<file path="src/rtl/i2c_am_pkg.sv">
package i2c_am_pkg;
  localparam int BYTE_W  = 8;
  localparam int ADDR_W  = 10;
  localparam int SHORT_W = BYTE_W - 1;
  localparam int HI_W    = ADDR_W - BYTE_W;
  localparam int PFX_W   = BYTE_W - HI_W - 1;
  localparam logic [PFX_W-1:0] HDR_PFX = PFX_W'(5'b11110);

  typedef enum logic [1:0] {
    PH_IDLE   = 2'd0,
    PH_FIRST  = 2'd1,
    PH_SECOND = 2'd2
  } am_phase_e;

  // True when a and b agree on every position whose dc bit is 0.
  function automatic logic bits_agree(input logic [BYTE_W-1:0] a,
                                      input logic [BYTE_W-1:0] b,
                                      input logic [BYTE_W-1:0] dc);
    return ((a ^ b) & ~dc) == '0;
  endfunction

  // Effective don't-care vector: accept-all widens every bit.
  function automatic logic [ADDR_W-1:0] eff_dc(input logic [ADDR_W-1:0] mask,
                                               input logic promisc);
    return promisc ? {ADDR_W{1'b1}} : mask;
  endfunction
endpackage

</file>
<file path="src/rtl/am_compare.sv">
module am_compare
  import i2c_am_pkg::*;
(
  input  logic [BYTE_W-1:0] byte_i,
  input  logic [ADDR_W-1:0] own_addr_i,
  input  logic [ADDR_W-1:0] addr_mask_i,
  input  logic              promisc_en_i,
  output logic              gc_byte_o,
  output logic              hit7_o,
  output logic              hdr_hit_o,
  output logic              low_hit_o
);
  logic [ADDR_W-1:0] dc;
  logic              pfx_ok;
  logic              hi_ok;

  assign dc        = eff_dc(addr_mask_i, promisc_en_i);
  assign gc_byte_o = (byte_i == '0);

  // Short address lives in bits 7:1 of the first byte.
  assign hit7_o = bits_agree({1'b0, byte_i[BYTE_W-1:1]},
                             {1'b0, own_addr_i[SHORT_W-1:0]},
                             {1'b1, dc[SHORT_W-1:0]});

  // Long header: fixed prefix, then the upper address bits, then R/W.
  assign pfx_ok = (byte_i[BYTE_W-1 -: PFX_W] == HDR_PFX);
  assign hi_ok  = bits_agree({{(BYTE_W-HI_W){1'b0}}, byte_i[HI_W:1]},
                             {{(BYTE_W-HI_W){1'b0}}, own_addr_i[ADDR_W-1 -: HI_W]},
                             {{(BYTE_W-HI_W){1'b1}}, dc[ADDR_W-1 -: HI_W]});
  assign hdr_hit_o = pfx_ok & hi_ok;

  // Long second byte: the low eight address bits.
  assign low_hit_o = bits_agree(byte_i, own_addr_i[BYTE_W-1:0], dc[BYTE_W-1:0]);
endmodule

</file>
<file path="src/rtl/am_seq.sv">
module am_seq
  import i2c_am_pkg::*;
(
  input  logic clk,
  input  logic rst_n,
  input  logic start_i,
  input  logic stop_i,
  input  logic byte_vld_i,
  input  logic rw_bit_i,
  input  logic ten_bit_mode_i,
  input  logic gcall_en_i,
  input  logic gc_byte_i,
  input  logic hit7_i,
  input  logic hdr_hit_i,
  input  logic low_hit_i,
  output logic ev_ack_o,
  output logic ev_match_o,
  output logic ev_gcall_o,
  output logic ev_rw_o,
  output logic tenbit_busy_o
);
  am_phase_e phase_q, phase_d;
  logic      wr_done_q, wr_done_d;
  logic      bus_busy_q, bus_busy_d;

  // Named internal events.
  logic take, in_first, in_second;
  logic first_full, first_part, full_hit, ev_fail;

  assign take      = byte_vld_i & ~start_i & ~stop_i;
  assign in_first  = take & (phase_q == PH_FIRST);
  assign in_second = take & (phase_q == PH_SECOND);

  always_comb begin
    first_full = 1'b0;
    first_part = 1'b0;
    if (gc_byte_i) begin
      first_full = gcall_en_i;
    end else if (!ten_bit_mode_i) begin
      first_full = hit7_i;
    end else if (hdr_hit_i) begin
      first_part = ~rw_bit_i;
      first_full = rw_bit_i & wr_done_q;
    end
  end

  assign full_hit   = (in_first & first_full) | (in_second & low_hit_i);
  assign ev_match_o = full_hit;
  assign ev_ack_o   = full_hit | (in_first & first_part);
  assign ev_gcall_o = in_first & gc_byte_i & gcall_en_i;
  assign ev_rw_o    = in_first & first_full & rw_bit_i;
  assign ev_fail    = (in_first | in_second) & ~ev_ack_o;

  always_comb begin
    phase_d    = phase_q;
    wr_done_d  = wr_done_q;
    bus_busy_d = bus_busy_q;
    if (stop_i) begin
      phase_d    = PH_IDLE;
      wr_done_d  = 1'b0;
      bus_busy_d = 1'b0;
    end
    if (start_i) begin
      phase_d    = PH_FIRST;
      wr_done_d  = wr_done_q & bus_busy_q & ~stop_i;
      bus_busy_d = 1'b1;
    end else if (in_first) begin
      phase_d = first_part ? PH_SECOND : PH_IDLE;
      if (ev_fail) wr_done_d = 1'b0;
    end else if (in_second) begin
      phase_d   = PH_IDLE;
      wr_done_d = low_hit_i;
    end
  end

  always_ff @(posedge clk or negedge rst_n) begin
    if (!rst_n) begin
      phase_q    <= PH_IDLE;
      wr_done_q  <= 1'b0;
      bus_busy_q <= 1'b0;
    end else begin
      phase_q    <= phase_d;
      wr_done_q  <= wr_done_d;
      bus_busy_q <= bus_busy_d;
    end
  end

  assign tenbit_busy_o = (phase_q == PH_SECOND);

  p_hdr_busy_r6: assert property (@(posedge clk) disable iff (!rst_n)
    (in_first && ten_bit_mode_i && hdr_hit_i && !rw_bit_i && !gc_byte_i) |=> tenbit_busy_o);
  p_second_done_r7: assert property (@(posedge clk) disable iff (!rst_n)
    in_second |=> !tenbit_busy_o);
  p_fail_clears_r9: assert property (@(posedge clk) disable iff (!rst_n)
    (ev_fail && !start_i) |=> (phase_q == PH_IDLE && !wr_done_q));
  p_stop_clears_r10: assert property (@(posedge clk) disable iff (!rst_n)
    (stop_i && !start_i) |=> (phase_q == PH_IDLE && !wr_done_q && !bus_busy_q));
  p_idle_ignores_r11: assert property (@(posedge clk) disable iff (!rst_n)
    (phase_q == PH_IDLE) |-> !ev_ack_o);
  p_read_needs_write_r8: assert property (@(posedge clk) disable iff (!rst_n)
    (in_first && ten_bit_mode_i && rw_bit_i && !wr_done_q) |-> !ev_ack_o);
endmodule

</file>
<file path="src/rtl/am_outreg.sv">
module am_outreg (
  input  logic clk,
  input  logic rst_n,
  input  logic start_i,
  input  logic stop_i,
  input  logic byte_vld_i,
  input  logic gcall_en_i,
  input  logic ev_ack_i,
  input  logic ev_match_i,
  input  logic ev_gcall_i,
  input  logic ev_rw_i,
  output logic match_o,
  output logic ack_o,
  output logic gcall_o,
  output logic rw_o
);
  always_ff @(posedge clk or negedge rst_n) begin
    if (!rst_n) begin
      match_o <= 1'b0;
      ack_o   <= 1'b0;
      gcall_o <= 1'b0;
      rw_o    <= 1'b0;
    end else begin
      match_o <= ev_match_i;
      ack_o   <= ev_ack_i;
      if (start_i || stop_i) begin
        gcall_o <= 1'b0;
        rw_o    <= 1'b0;
      end else if (ev_match_i) begin
        gcall_o <= ev_gcall_i;
        rw_o    <= ev_rw_i;
      end
    end
  end

  p_match_has_ack_r2: assert property (@(posedge clk) disable iff (!rst_n)
    match_o |-> ack_o);
  p_gcall_gated_r5: assert property (@(posedge clk) disable iff (!rst_n)
    (match_o && gcall_o) |-> $past(gcall_en_i));
  p_ack_after_strobe_r11: assert property (@(posedge clk) disable iff (!rst_n)
    ack_o |-> $past(byte_vld_i));
  p_ctl_masks_strobe_r12: assert property (@(posedge clk) disable iff (!rst_n)
    (start_i || stop_i) |=> (!ack_o && !gcall_o && !rw_o));
endmodule

</file>
<file path="src/rtl/i2c_addr_match.sv">
module i2c_addr_match
  import i2c_am_pkg::*;
(
  input  logic              clk,
  input  logic              rst_n,
  input  logic              start_i,
  input  logic              stop_i,
  input  logic              byte_vld_i,
  input  logic [BYTE_W-1:0] byte_i,
  input  logic [ADDR_W-1:0] own_addr_i,
  input  logic [ADDR_W-1:0] addr_mask_i,
  input  logic              ten_bit_mode_i,
  input  logic              promisc_en_i,
  input  logic              gcall_en_i,
  output logic              match_o,
  output logic              ack_o,
  output logic              gcall_o,
  output logic              rw_o,
  output logic              tenbit_busy_o
);
  logic gc_byte, hit7, hdr_hit, low_hit;
  logic ev_ack, ev_match, ev_gcall, ev_rw;

  am_compare u_cmp (
    .byte_i       (byte_i),
    .own_addr_i   (own_addr_i),
    .addr_mask_i  (addr_mask_i),
    .promisc_en_i (promisc_en_i),
    .gc_byte_o    (gc_byte),
    .hit7_o       (hit7),
    .hdr_hit_o    (hdr_hit),
    .low_hit_o    (low_hit)
  );

  am_seq u_seq (
    .clk            (clk),
    .rst_n          (rst_n),
    .start_i        (start_i),
    .stop_i         (stop_i),
    .byte_vld_i     (byte_vld_i),
    .rw_bit_i       (byte_i[0]),
    .ten_bit_mode_i (ten_bit_mode_i),
    .gcall_en_i     (gcall_en_i),
    .gc_byte_i      (gc_byte),
    .hit7_i         (hit7),
    .hdr_hit_i      (hdr_hit),
    .low_hit_i      (low_hit),
    .ev_ack_o       (ev_ack),
    .ev_match_o     (ev_match),
    .ev_gcall_o     (ev_gcall),
    .ev_rw_o        (ev_rw),
    .tenbit_busy_o  (tenbit_busy_o)
  );

  am_outreg u_out (
    .clk        (clk),
    .rst_n      (rst_n),
    .start_i    (start_i),
    .stop_i     (stop_i),
    .byte_vld_i (byte_vld_i),
    .gcall_en_i (gcall_en_i),
    .ev_ack_i   (ev_ack),
    .ev_match_i (ev_match),
    .ev_gcall_i (ev_gcall),
    .ev_rw_i    (ev_rw),
    .match_o    (match_o),
    .ack_o      (ack_o),
    .gcall_o    (gcall_o),
    .rw_o       (rw_o)
  );

  p_busy_only_long_r6: assert property (@(posedge clk) disable iff (!rst_n)
    $rose(tenbit_busy_o) |-> ($past(ten_bit_mode_i) && ack_o && !match_o));
endmodule

</file>
<file path="config.mk">
export PLATFORM = sky130hd
export DESIGN_NAME = i2c_addr_match
export DESIGN_NICKNAME = d
export VERILOG_FILES = /design/src/rtl/i2c_am_pkg.sv /design/src/rtl/am_compare.sv /design/src/rtl/am_seq.sv /design/src/rtl/am_outreg.sv /design/src/rtl/i2c_addr_match.sv
export SDC_FILE = /design/constraint.sdc
export NUM_CORES = 1
export LEC_CHECK = 0
export BUFFER_PORTS_ARGS = -buffer_cell sky130_fd_sc_hd__buf_4
export CAP_MARGIN = 20
export CORE_UTILIZATION = 46
export CTS_CLUSTER_DIAMETER = 200
export DETAILED_ROUTE_END_ITERATION = 8
export GPL_TIMING_DRIVEN = 0
export HOLD_SLACK_MARGIN = 0.03
export PLACE_DENSITY = 0.83
export SLEW_MARGIN = 20
export SYNTH_ARGS = -nofsm -noshare
export SYNTH_HDL_FRONTEND = slang
export SYNTH_SLANG_ARGS = --single-unit
</file>
<file path="constraint.sdc">
create_clock -name clk -period 5.4 [get_ports clk]
set_clock_uncertainty 0.05 [all_clocks]
set_input_delay 0 -clock clk [delete_from_list [all_inputs] [get_ports clk]]
set_output_delay 0 -clock clk [all_outputs]
set_load 0.01 [all_outputs]
</file>
[Word level (Yosys, flattened, before mapping)]
Cells that the tools add are included.
Operators by class
  mux-type cells: 23
  reduce and logical (&&, ||, !) cells: 8
  equality and inequality tests: 3
  bitwise operators: 31
Operators by type and width (number)
  $logic_not A8 Y1: 4
  $and A8 B8 Y8: 3
  $not A8 Y8: 3
  $mux W1: 17
  $and A1 B1 Y1: 15
  $mux W10: 1
  $mux W2: 5
  $xor A8 B8 Y8: 1
  $xor A7 B7 Y7: 1
  $eq A5 B5 Y1 const B: 1
  $not A1 Y1: 4
  $reduce_bool A2 Y1: 2
  $reduce_bool A4 Y1: 1
  $or A1 B1 Y1: 3
  $eq A2 B1 Y1 const B: 1
  $eq A2 B2 Y1 const B: 1
  $xor A2 B2 Y2: 1
  $logic_or A1 B1 Y1: 1
Word-level totals
  output and inout port bits: 5
  input bits: 36
  word-level logic and storage cells: 72
  register bits: 8

[Logic depth before layout (Yosys ltp)]
Gate-level depths: netlist of run 1.
  depth in word-level cells: 16
  mapped depth: 6
  depth with buffers taken out: 6

[Hierarchy]
From an unflattened synthesis of run 1, not the netlist that was laid out.
Unflattened totals
  cell total of the unflattened synthesis: 79
  area, all modules: 706.9 um^2
By module, submodules not included
  am_seq: instances 1, area each 312.8 um^2, sequential area each 100.1 um^2, cells each 37
  am_compare: instances 1, area each 264.0 um^2, sequential area each 0.0 um^2, cells each 34
  am_outreg: instances 1, area each 130.1 um^2, sequential area each 100.1 um^2, cells each 8

[Worst setup path before layout of run 1]
OpenSTA, ideal clock, no wires.
  path type: register to register
  start point: register u_seq.phase_q[1]
  end point: register u_out.gcall_o
  path buffers: 0
  setup slack: 3.577 ns
  data required time: 5.229 ns
  library setup time: 0.121 ns
  period minus slack after synthesis: 1.823 ns
  cell stages (with the launch flop): 6
  arrival time: 1.652 ns
  cells stage by stage: dfrtp_1 nor4b_1 o211ai_2 nor3_1 a211oi_4 a41o_1
On the way
  cells in the longest elaborated chain, start to end: 6
  elaborated cells between the ends (all ways): 12
  classes of those cells: eq/ne: 2; mux: 2; bitwise: 7; reduce/logical: 1
Ends and longest elaborated chain
  start: declaration: line am_seq.sv:22  | am_phase_e phase_q, phase_d;
  start signal: assignment: line am_seq.sv:82  | phase_q <= phase_d;
  $eq A2 B1 Y1: line am_seq.sv:31  | assign in_first = take & (phase_q == PH_FIRST);
  $and A1 B1 Y1: line am_seq.sv:31
  $and A1 B1 Y1 (2 in series): line am_seq.sv:50  | assign ev_gcall_o = in_first & gc_byte_i & gcall_en_i;
  $mux W1: line am_outreg.sv:29  | end else if (ev_match_i) begin
  $mux W1: line am_outreg.sv:26  | if (start_i || stop_i) begin
  end signal: assignment: line am_outreg.sv:30  | gcall_o <= ev_gcall_i;
  end: declaration: line am_outreg.sv:14  | output logic gcall_o,
Several ways; a longest one is shown, not always the timed one. The select of a mux whose other input is x is not followed.
A chain may end at the register's enable or synchronous reset.

[Worst setup path in the final report of run 1]
  start point: input port byte_i[0]
  end point: register u_seq.wr_done_q
On the way
  cells in the longest elaborated chain, start to end: 12
  elaborated cells between the ends (all ways): 23
  classes of those cells: mux: 10; bitwise: 11; reduce/logical: 2
Ends and longest elaborated chain
  start: declaration: line i2c_addr_match.sv:9  | input logic [BYTE_W-1:0] byte_i,
  $and A1 B1 Y1: line am_seq.sv:43  | first_full = rw_bit_i & wr_done_q;
  $mux W1: line am_seq.sv:41  | end else if (hdr_hit_i) begin
  $mux W1: line am_seq.sv:39  | end else if (!ten_bit_mode_i) begin
  $mux W1: line am_seq.sv:37  | if (gc_byte_i) begin
  $and A1 B1 Y1: line am_seq.sv:47  | assign full_hit = (in_first & first_full) | (in_second & low_hit_i);
  $or A1 B1 Y1: line am_seq.sv:47
  $or A1 B1 Y1 *: line am_seq.sv:49  | assign ev_ack_o = full_hit | (in_first & first_part);
  named net ev_ack: line i2c_addr_match.sv:22  | logic ev_ack, ev_match, ev_gcall, ev_rw;
  $not A1 Y1 *: line am_seq.sv:52  | assign ev_fail = (in_first | in_second) & ~ev_ack_o;
  $and A1 B1 Y1 *: line am_seq.sv:52
  $mux W1 *: line am_seq.sv:69  | if (ev_fail) wr_done_d = 1'b0;
  $mux W1 *: line am_seq.sv:67  | end else if (in_first) begin
  $mux W1 *: line am_seq.sv:63  | if (start_i) begin
  named net u_seq.wr_done_d: line am_seq.sv:23  | logic wr_done_q, wr_done_d;
  end signal: assignment: line am_seq.sv:83  | wr_done_q <= wr_done_d;
  end: declaration: line am_seq.sv:23
The timed path passes the listed nets; every way through them passes the cells marked *.

==> results, run 1 <==
- The slowest cell on the critical path is dlygate4sd3_1.
- The wire length per cell is 13.9 µm.
- The number of H-tree levels is 1.
- Counting buffers and inverters, the worst setup path is 8 cells deep.
- The time the worst path needs with I/O delays and setup is 2.10 ns.
- Counting instances in the post-synthesis netlist gives the leading cell types as 17 x xnor2_1, 10 x nor3_1, 8 x dfrtp_1, 4 x nor2b_1, 3 x nand2_1.
- Synthesis produced 80 cells.
- At the pin with the least slew margin, the transition time is 0.606 ns.
- The critical path endpoint category is a flop.
- Ranked by total cell area, the synthesized netlist is headed by dfrtp_1 28%, xnor2_1 21%, nor3_1 6.9%.
- TritonCTS built the clock tree.
- The setup path with the least slack is of type primary input to flop.
- The final-layout worst hold slack is 0.0481 ns.
- The detailed placement HPWL is 1.65 mm.
- Setup total negative slack on the finished layout was measured at 0 ns.
- The setup check on the worst reg-to-reg path leaves a slack of 3.35 ns.
- The number of max-cap violations is 0.
- The worst register-to-register path has a depth of 6.
- The post-synth net total is 116.
- The proportion of synthesized chip area in sequential cells is 0.278.
- The synthesized area is 721 µm².
- Yosys mapped a number of flops with a built-in enable equal to 0.
- Clock latency on the worst-skew pair, taken at its later pin, is 0.26 ns.
- For this run, the share of the core covered by cells in the final layout is 0.797.
- The largest single stage delay on the critical path is 0.54 ns.
- The initial cell density of the core is 0.521.
- The relative max-transition margin is 0.595.
- The start of the worst register-to-register path is u_seq.phase_q[1].
- Setup repair after global routing left no endpoint under its margin.
- In the post-synthesis netlist, the cell with the most instances is xnor2_1.
- The routed design has 1.97 mm of wire.
- Among cell families on the critical path, the largest total delay comes from compound AO/OA/AOI/OAI gates.
- VDD sags by at most 0.116 mV.
- The clock tree root driver cell is clkbuf_4.
- The count of unique library cells instantiated by Yosys is 32.
- The initial antenna violation count is 0.
- The fraction of registers with async set or reset after synthesis is 1.00.
- The number of design rule violations left after detail routing is 0.
- The share of cells above drive strength 1 is 0.402.
- The number of buffers created by CTS is 3.
- Dividing the synthesized area by the synthesized cell count gives 9.01 µm².
- The power density of the placed cells is 151 mW/mm².
- The fraction of synthesized cell area taken by the top area cell type is 0.278.
- The number of flip-flops and latches in the synthesized netlist is 8.
- The aggregate global routing overflow is 0.
- The largest total area in the synthesized netlist belongs to dfrtp_1.
- The detailed router placed 812 vias in this run.
- The floorplan step defined a core boundary enclosing 0.00138 mm².
- Traced cell by cell, the critical path runs through dlygate4sd3_1 -> buf_4 -> or4_4 -> o211ai_2 -> nor3_1 -> a211oi_4 -> nand2_2 -> a311o_1.
- The worst setup path is launched from a primary input.
- In this run the worst setup path terminates at u_seq.wr_done_q.
- Routability-driven placement finished with a final weighted congestion of 0.861.
- The maximum buffer depth of the clock tree is 2.
- The number of standard-cell rows in the floorplan is 13.
- The initial detailed-routing violation count is 27.
- The count of clock tree sinks is 8.
- The final-stage net count is 165.
- The endpoint identified for the worst register-to-register timing path is u_out.rw_o.
- Counting both buffers and inverters, the worst setup path holds a total of 2.
- The number of search-and-repair iterations in the first detailed-routing pass is 5.
- The area enclosed by the die boundary is 0.00173 mm².
- The via count of the first global-routing pass is 817.
- The worst hold path belongs to the class primary input to asynchronous set/reset pin.
- The die outline height is 41.6 µm.
- Relative to the synthesized area, the layout overhead comes to 53.0%.
- STA puts the critical path data arrival time at 2.18 ns.
- In this run the remaining antenna-violating nets after routing total 0.
- In this run the horizontal extent of the chip is 41.6 µm.
- The final worst-path cycle share is 0.389.
- The first global-routing pass estimated 3.39 mm of wire.
- The startpoint of the worst setup timing path is byte_i[0].
- Port buffering added 40 buffers.
- The flow ran to the end, and the final reports show no timing, DRC or antenna violations.
- Setup violations remaining at the end of the flow were counted as 0.
- The largest fanout on the critical path is 5.
- The total count of hold-check failures in the final report is 0.
- The number of antenna diodes in the final layout is 0.
- The max-slew violation count is 0.
- During I/O placement, the number of pins put on the boundary was 41.
- Data on the critical path is required at its endpoint by 5.48 ns.
- Summed over all cells, the static leakage comes to 0.492 nW.
- The overall global routing resource usage is 0.251.
- Based on the critical path, the design can be clocked at up to 0.476 GHz.
- Using the TritonRoute via totals, the vias-per-cell ratio works out to 5.72.
- The count of warnings emitted by yosys is 0.
- Clock-pin slew was measured on the worst setup and hold paths at 0.06 ns.
- Entering global routing, the biggest net connects 11 pins.
- In the synthesized netlist the dominant register cell turns out to be dfrtp_1.
registers in the layout, summed over array words and instances, names as in the netlist:
| signal | cells |
|---|---|
| u_out.match_o | 1 |
| u_seq.wr_done_q | 1 |
| u_seq.phase_q | 2 |
| u_out.rw_o | 1 |
| u_seq.bus_busy_q | 1 |
| u_out.ack_o | 1 |
| u_out.gcall_o | 1 |
cell type report:
type                    instances  area (µm²)
repair buffers                 44         340
multi-input cells              69         509
well taps                      15        18.8
inverters                       2        7.51
flip-flops and latches          8         200
clock buffers                   3        22.5
fillers                       102         280
plain buffers                   1        3.75
repair_timing:
item	4_1_cts	5_1_grt
hold buffers	4	0
hold endpoints to repair	11	0
buffers inserted	0	0
gates resized for setup	0	0
worst min-delay path by stage:
| stage | cells past startpoint | slack, ns | startpoint | end |
|---|---|---|---|---|
| 3_3_place_gp | 1 | -0.23 | rst_n | u_out.match_o |
| 3_5_place_dp | 1 | -0.23 | rst_n | u_out.match_o |
| 5_1_grt | 2 | 0.05 | rst_n | u_out.ack_o |
| 2_1_floorplan | 0 | -0.35 | rst_n | u_out.ack_o |
| 4_1_cts | 3 | 0.04 | stop_i | u_out.rw_o |
| 6_report | 2 | 0.05 | rst_n | u_out.gcall_o |
stage by stage:
step           instances  total power, mW  area [µm²]  worst slack (ns)
3_5_place_dp         135            0.118        1040              3.39
6_report             142            0.166        1100              3.30
3_3_place_gp         135            0.117        1040              3.42
4_1_cts              142            0.167        1100              3.30
2_1_floorplan         80           0.0865         721              3.58
5_1_grt              142            0.176        1100              3.17
routing by layer:
layer  vias up  GRT usage  wire, µm
met4         0     0.0452         0
met5         -          0         0
met1       366      0.337       925
met3         0     0.0739       126
li1        404          -         -
met2        42      0.403       918
cells in the final DEF, fill, tap and decap left out, types with 2 or more instances in the layout:
cell type / n
nor2_1: 2
nand3_1: 2
a211oi_1: 2
buf_4: 40
nor4_1: 2
or4_4: 2
and3_1: 2
xnor2_1: 17
inv_1: 2
dfrtp_1: 8
nand2b_1: 2
a31o_2: 2
dlygate4sd3_1: 4
o22ai_1: 2
nor3_1: 10
nor2b_1: 4
nand2_1: 3
clkbuf_4: 3
o32ai_1: 2
logic make-up after synthesis:
logic type                share of synthesized area
and+or+nand+nor                               0.286
AOI/OAI and AO/OA                             0.214
buffers and inverters                        0.0156
DFF                                           0.278
xor gates and xnor gates                      0.207
power by group:
| group | internal (mW) | switching, mW |
|---|---|---|
| combinational | 0.0337 | 0.0242 |
| sequential | 0.0613 | 0.00104 |
| clock | 0.0254 | 0.0203 |
No activity file was read; power rests on OpenSTA's default activity.
==> run 2: changes to the inputs <==
- CORE_UTILIZATION: 46 -> 38
- PLACE_DENSITY: 0.83 -> 0.73
- clock period: 5.4 -> 1.9 ns (I/O delays scaled with it)
==> results, run 2 (same netlist as run 1, synthesis figures left out) <==
- The family with the most delay on the worst path was simple AND/OR/NAND/NOR gates (was compound AO/OA/AOI/OAI gates).
- The post-layout worst setup margin is 0.132 ns (was 3.30 ns).
- The core area is 0.00175 mm² (was 0.00138 mm²).
- The clock-pin slew on the worst setup and hold paths was 0.06 ns (about the same).
- The overall routed net length was 2.14 mm (was 1.97 mm).
- The final-layout worst hold slack is 0.0607 ns (was 0.0481 ns).
- The start of the worst register-to-register path is u_seq.phase_q[1] (unchanged).
- The global-route wire length before repair is 3.22 mm (was 3.39 mm).
- The number of H-tree levels is 1 (unchanged).
- Cell breakdown of the critical path: nor4b_4 -> o211ai_2 -> nor3_2 -> a211oi_4 -> nand2b_1 -> a21boi_1 (was dlygate4sd3_1 -> buf_4 -> or4_4 -> o211ai_2 -> nor3_1 -> a211oi_4 -> nand2_2 -> a311o_1).
- The initial cell density of the core is 0.413 (was 0.521).
- The post-layout instance area was 0.00114 mm² (was 0.00110 mm²).
- The number of buffers created by CTS was 3 (unchanged).
- The initial detailed-routing violation count was 22 (was 27).
- The critical path class is flop to flop (was primary input to flop).
- RSZ-0062 raised after global routing: no (unchanged).
- The final weighted congestion of routability-driven global placement is 0.774 (was 0.861).
- The slew at the pin closest to its max-slew limit came to 0.754 ns (was 0.606 ns).
- The average vias per placed instance is 5.36 (was 5.72).
- The startpoint of the worst setup timing path is u_seq.phase_q[1] (was byte_i[0]).
- The number of setup violations in the final report is 0 (unchanged).
- The via count came to 810 (was 812).
- The number of design rule violations left after detail routing is 0 (unchanged).
- The placed cell area is 0.00105 mm² (was 0.00104 mm²).
- The max-slew violation count was 0 (unchanged).
- The total count of hold-check failures in the final report is 0 (unchanged).
- The sum of negative setup slack was 0 ns (unchanged).
- Based on the critical path, the design can be clocked at up to 0.566 GHz.
- The overall global routing resource usage is 0.213 (was 0.251).
- The relative max-transition margin is 0.491 (was 0.595).
- The maximum buffer depth of the clock tree was 2 (unchanged).
- Most used cells in the layout excluding fill and tap cells: 40 x buf_4, 17 x xnor2_1, 8 x nor3_1, 8 x dfrtp_1, 4 x nor2b_1 (was 40 x buf_4, 17 x xnor2_1, 10 x nor3_1).
- The pin count of the biggest net entering global routing is 11 (unchanged).
- The number of placed instances, taps included is 145 (was 135).
- The clock insertion delay at the later pin of the skew report came to 0.25 ns (was 0.26 ns).
- The kind of path behind the tightest hold check is primary input to asynchronous set/reset pin (unchanged).
- The data required time of the critical path is 2.02 ns (was 5.48 ns).
- The antenna cell count is 0 (unchanged).
- The number of max-cap violations is 0 (unchanged).
- The aggregate global routing overflow is 0 (unchanged).
- The number of input and output port buffers inserted is 40 (unchanged).
- The wire length per cell was 14.2 µm (was 13.9 µm).
- The register bank with the most flops is u_seq.phase_q (unchanged).
- The critical path endpoint category was a flop (unchanged).
- The power density of the placed cells is 415 mW/mm² (was 151 mW/mm²).
- The area enclosed by the die boundary is 0.00207 mm² (was 0.00173 mm²).
- The clock tree root driver cell is clkbuf_4 (unchanged).
- The number of nets with antenna violations after detailed routing is 0 (unchanged).
- The category of the worst setup path launch point is a flop (was primary input).
- The post-layout instance count excluding filler cells is 151 (was 142).
- The maximum cell stage delay along the critical path is 0.43 ns (was 0.54 ns).
- The worst slack at placement is -0.159 ns (was 3.39 ns).
- The maximum vdd ir drop is 0.455 mV (was 0.116 mV).
- The chip width is 45.6 µm (was 41.6 µm).
- The number of search-and-repair iterations in the first detailed-routing pass is 4 (was 5).
- The count of clock tree sinks came to 8 (unchanged).
- The die outline height is 45.6 µm (was 41.6 µm).
- The final worst-path cycle share is 0.930.
- The commonest non-fill, non-tap cell in the layout is buf_4 (unchanged).
- The largest fanout on the critical path is 5 (unchanged).
- The layout overhead on the synthesized area is 58.9% (was 53.0%).
- The number of standard-cell rows in the floorplan was 15 (was 13).
- The share of cells above drive strength 1 came to 0.452 (was 0.402).
- The buffers plus inverters on the worst setup path is 0 (was 2).
- The I/O pin total is 41 (unchanged).
- The final-stage net count is 164 (was 165).
- The initial antenna violation count is 0 (unchanged).
- The standby leakage power is 0.498 nW (was 0.492 nW).
- The overall power consumption is 0.475 mW (was 0.166 mW).
- The clock tree from TritonCTS is built (unchanged).
- The time the worst path needs with I/O delays and setup is 1.77 ns.
- The core utilization of the finished layout is 0.656 (was 0.797).
- Outcome: complete, no violations (unchanged).
- The via count of the first global-routing pass is 798 (was 817).
- The number of flip-flops under the largest register name was 2 (unchanged).
- The arrival time at the worst endpoint was 1.89 ns (was 2.18 ns).
- The slowest cell on the critical path is dfrtp_1 (was dlygate4sd3_1).
- The detailed placement HPWL is 1.70 mm (was 1.65 mm).
==> run 2: changes by cell type in the layout (fill, tap and decap cells not counted), sizes merged <==
cell / previous run / this run
dlygate4sd3: 4 / 3
==> run 2: repair_timing <==
item	4_1_cts	5_1_grt
hold endpoints to repair	11	0
hold buffers	3	0
gates resized for setup	1	6
buffers inserted	0	0
setup endpoints to repair	3	3
pin swaps	0	1
==> run 2: final cells by class <==
type	instances	area [µm²]
well taps	25	31.3
repair buffers	43	330
clock buffers	3	22.5
fillers	162	601
plain buffers	1	3.75
multi-input cells	69	549
inverters	2	7.51
flip-flops and latches	8	200
==> run 2: routing by layer <==
metal,GRT usage,wire length [µm],up-vias
li1,-,-,398
met1,0.278,904,374
met2,0.369,1090,36
met3,0.0595,143,2
met4,0,6,0
met5,0,0,-
==> run 2: where the power goes <==
| group | total [mW] | switching, mW | internal [mW] |
|---|---|---|---|
| registers | 0.177 | 0.00308 | 0.174 |
| logic | 0.169 | 0.0730 | 0.0959 |
| clock network | 0.129 | 0.0567 | 0.0722 |
==> run 2: path summary, 6_finish.rpt <==
kind / end / slack, ns / depth (start not counted)
worst max register to register: u_out.rw_o / 0.13 / 6
worst max-delay path: u_out.rw_o / 0.13 / 6
max in group asynchronous: u_seq.wr_done_q / 1.60 / 2
worst min register to register: u_seq.bus_busy_q / 0.46 / 1
min in group clk: u_seq.bus_busy_q / 0.06 / 3
worst min-delay path: u_out.gcall_o / 0.06 / 2
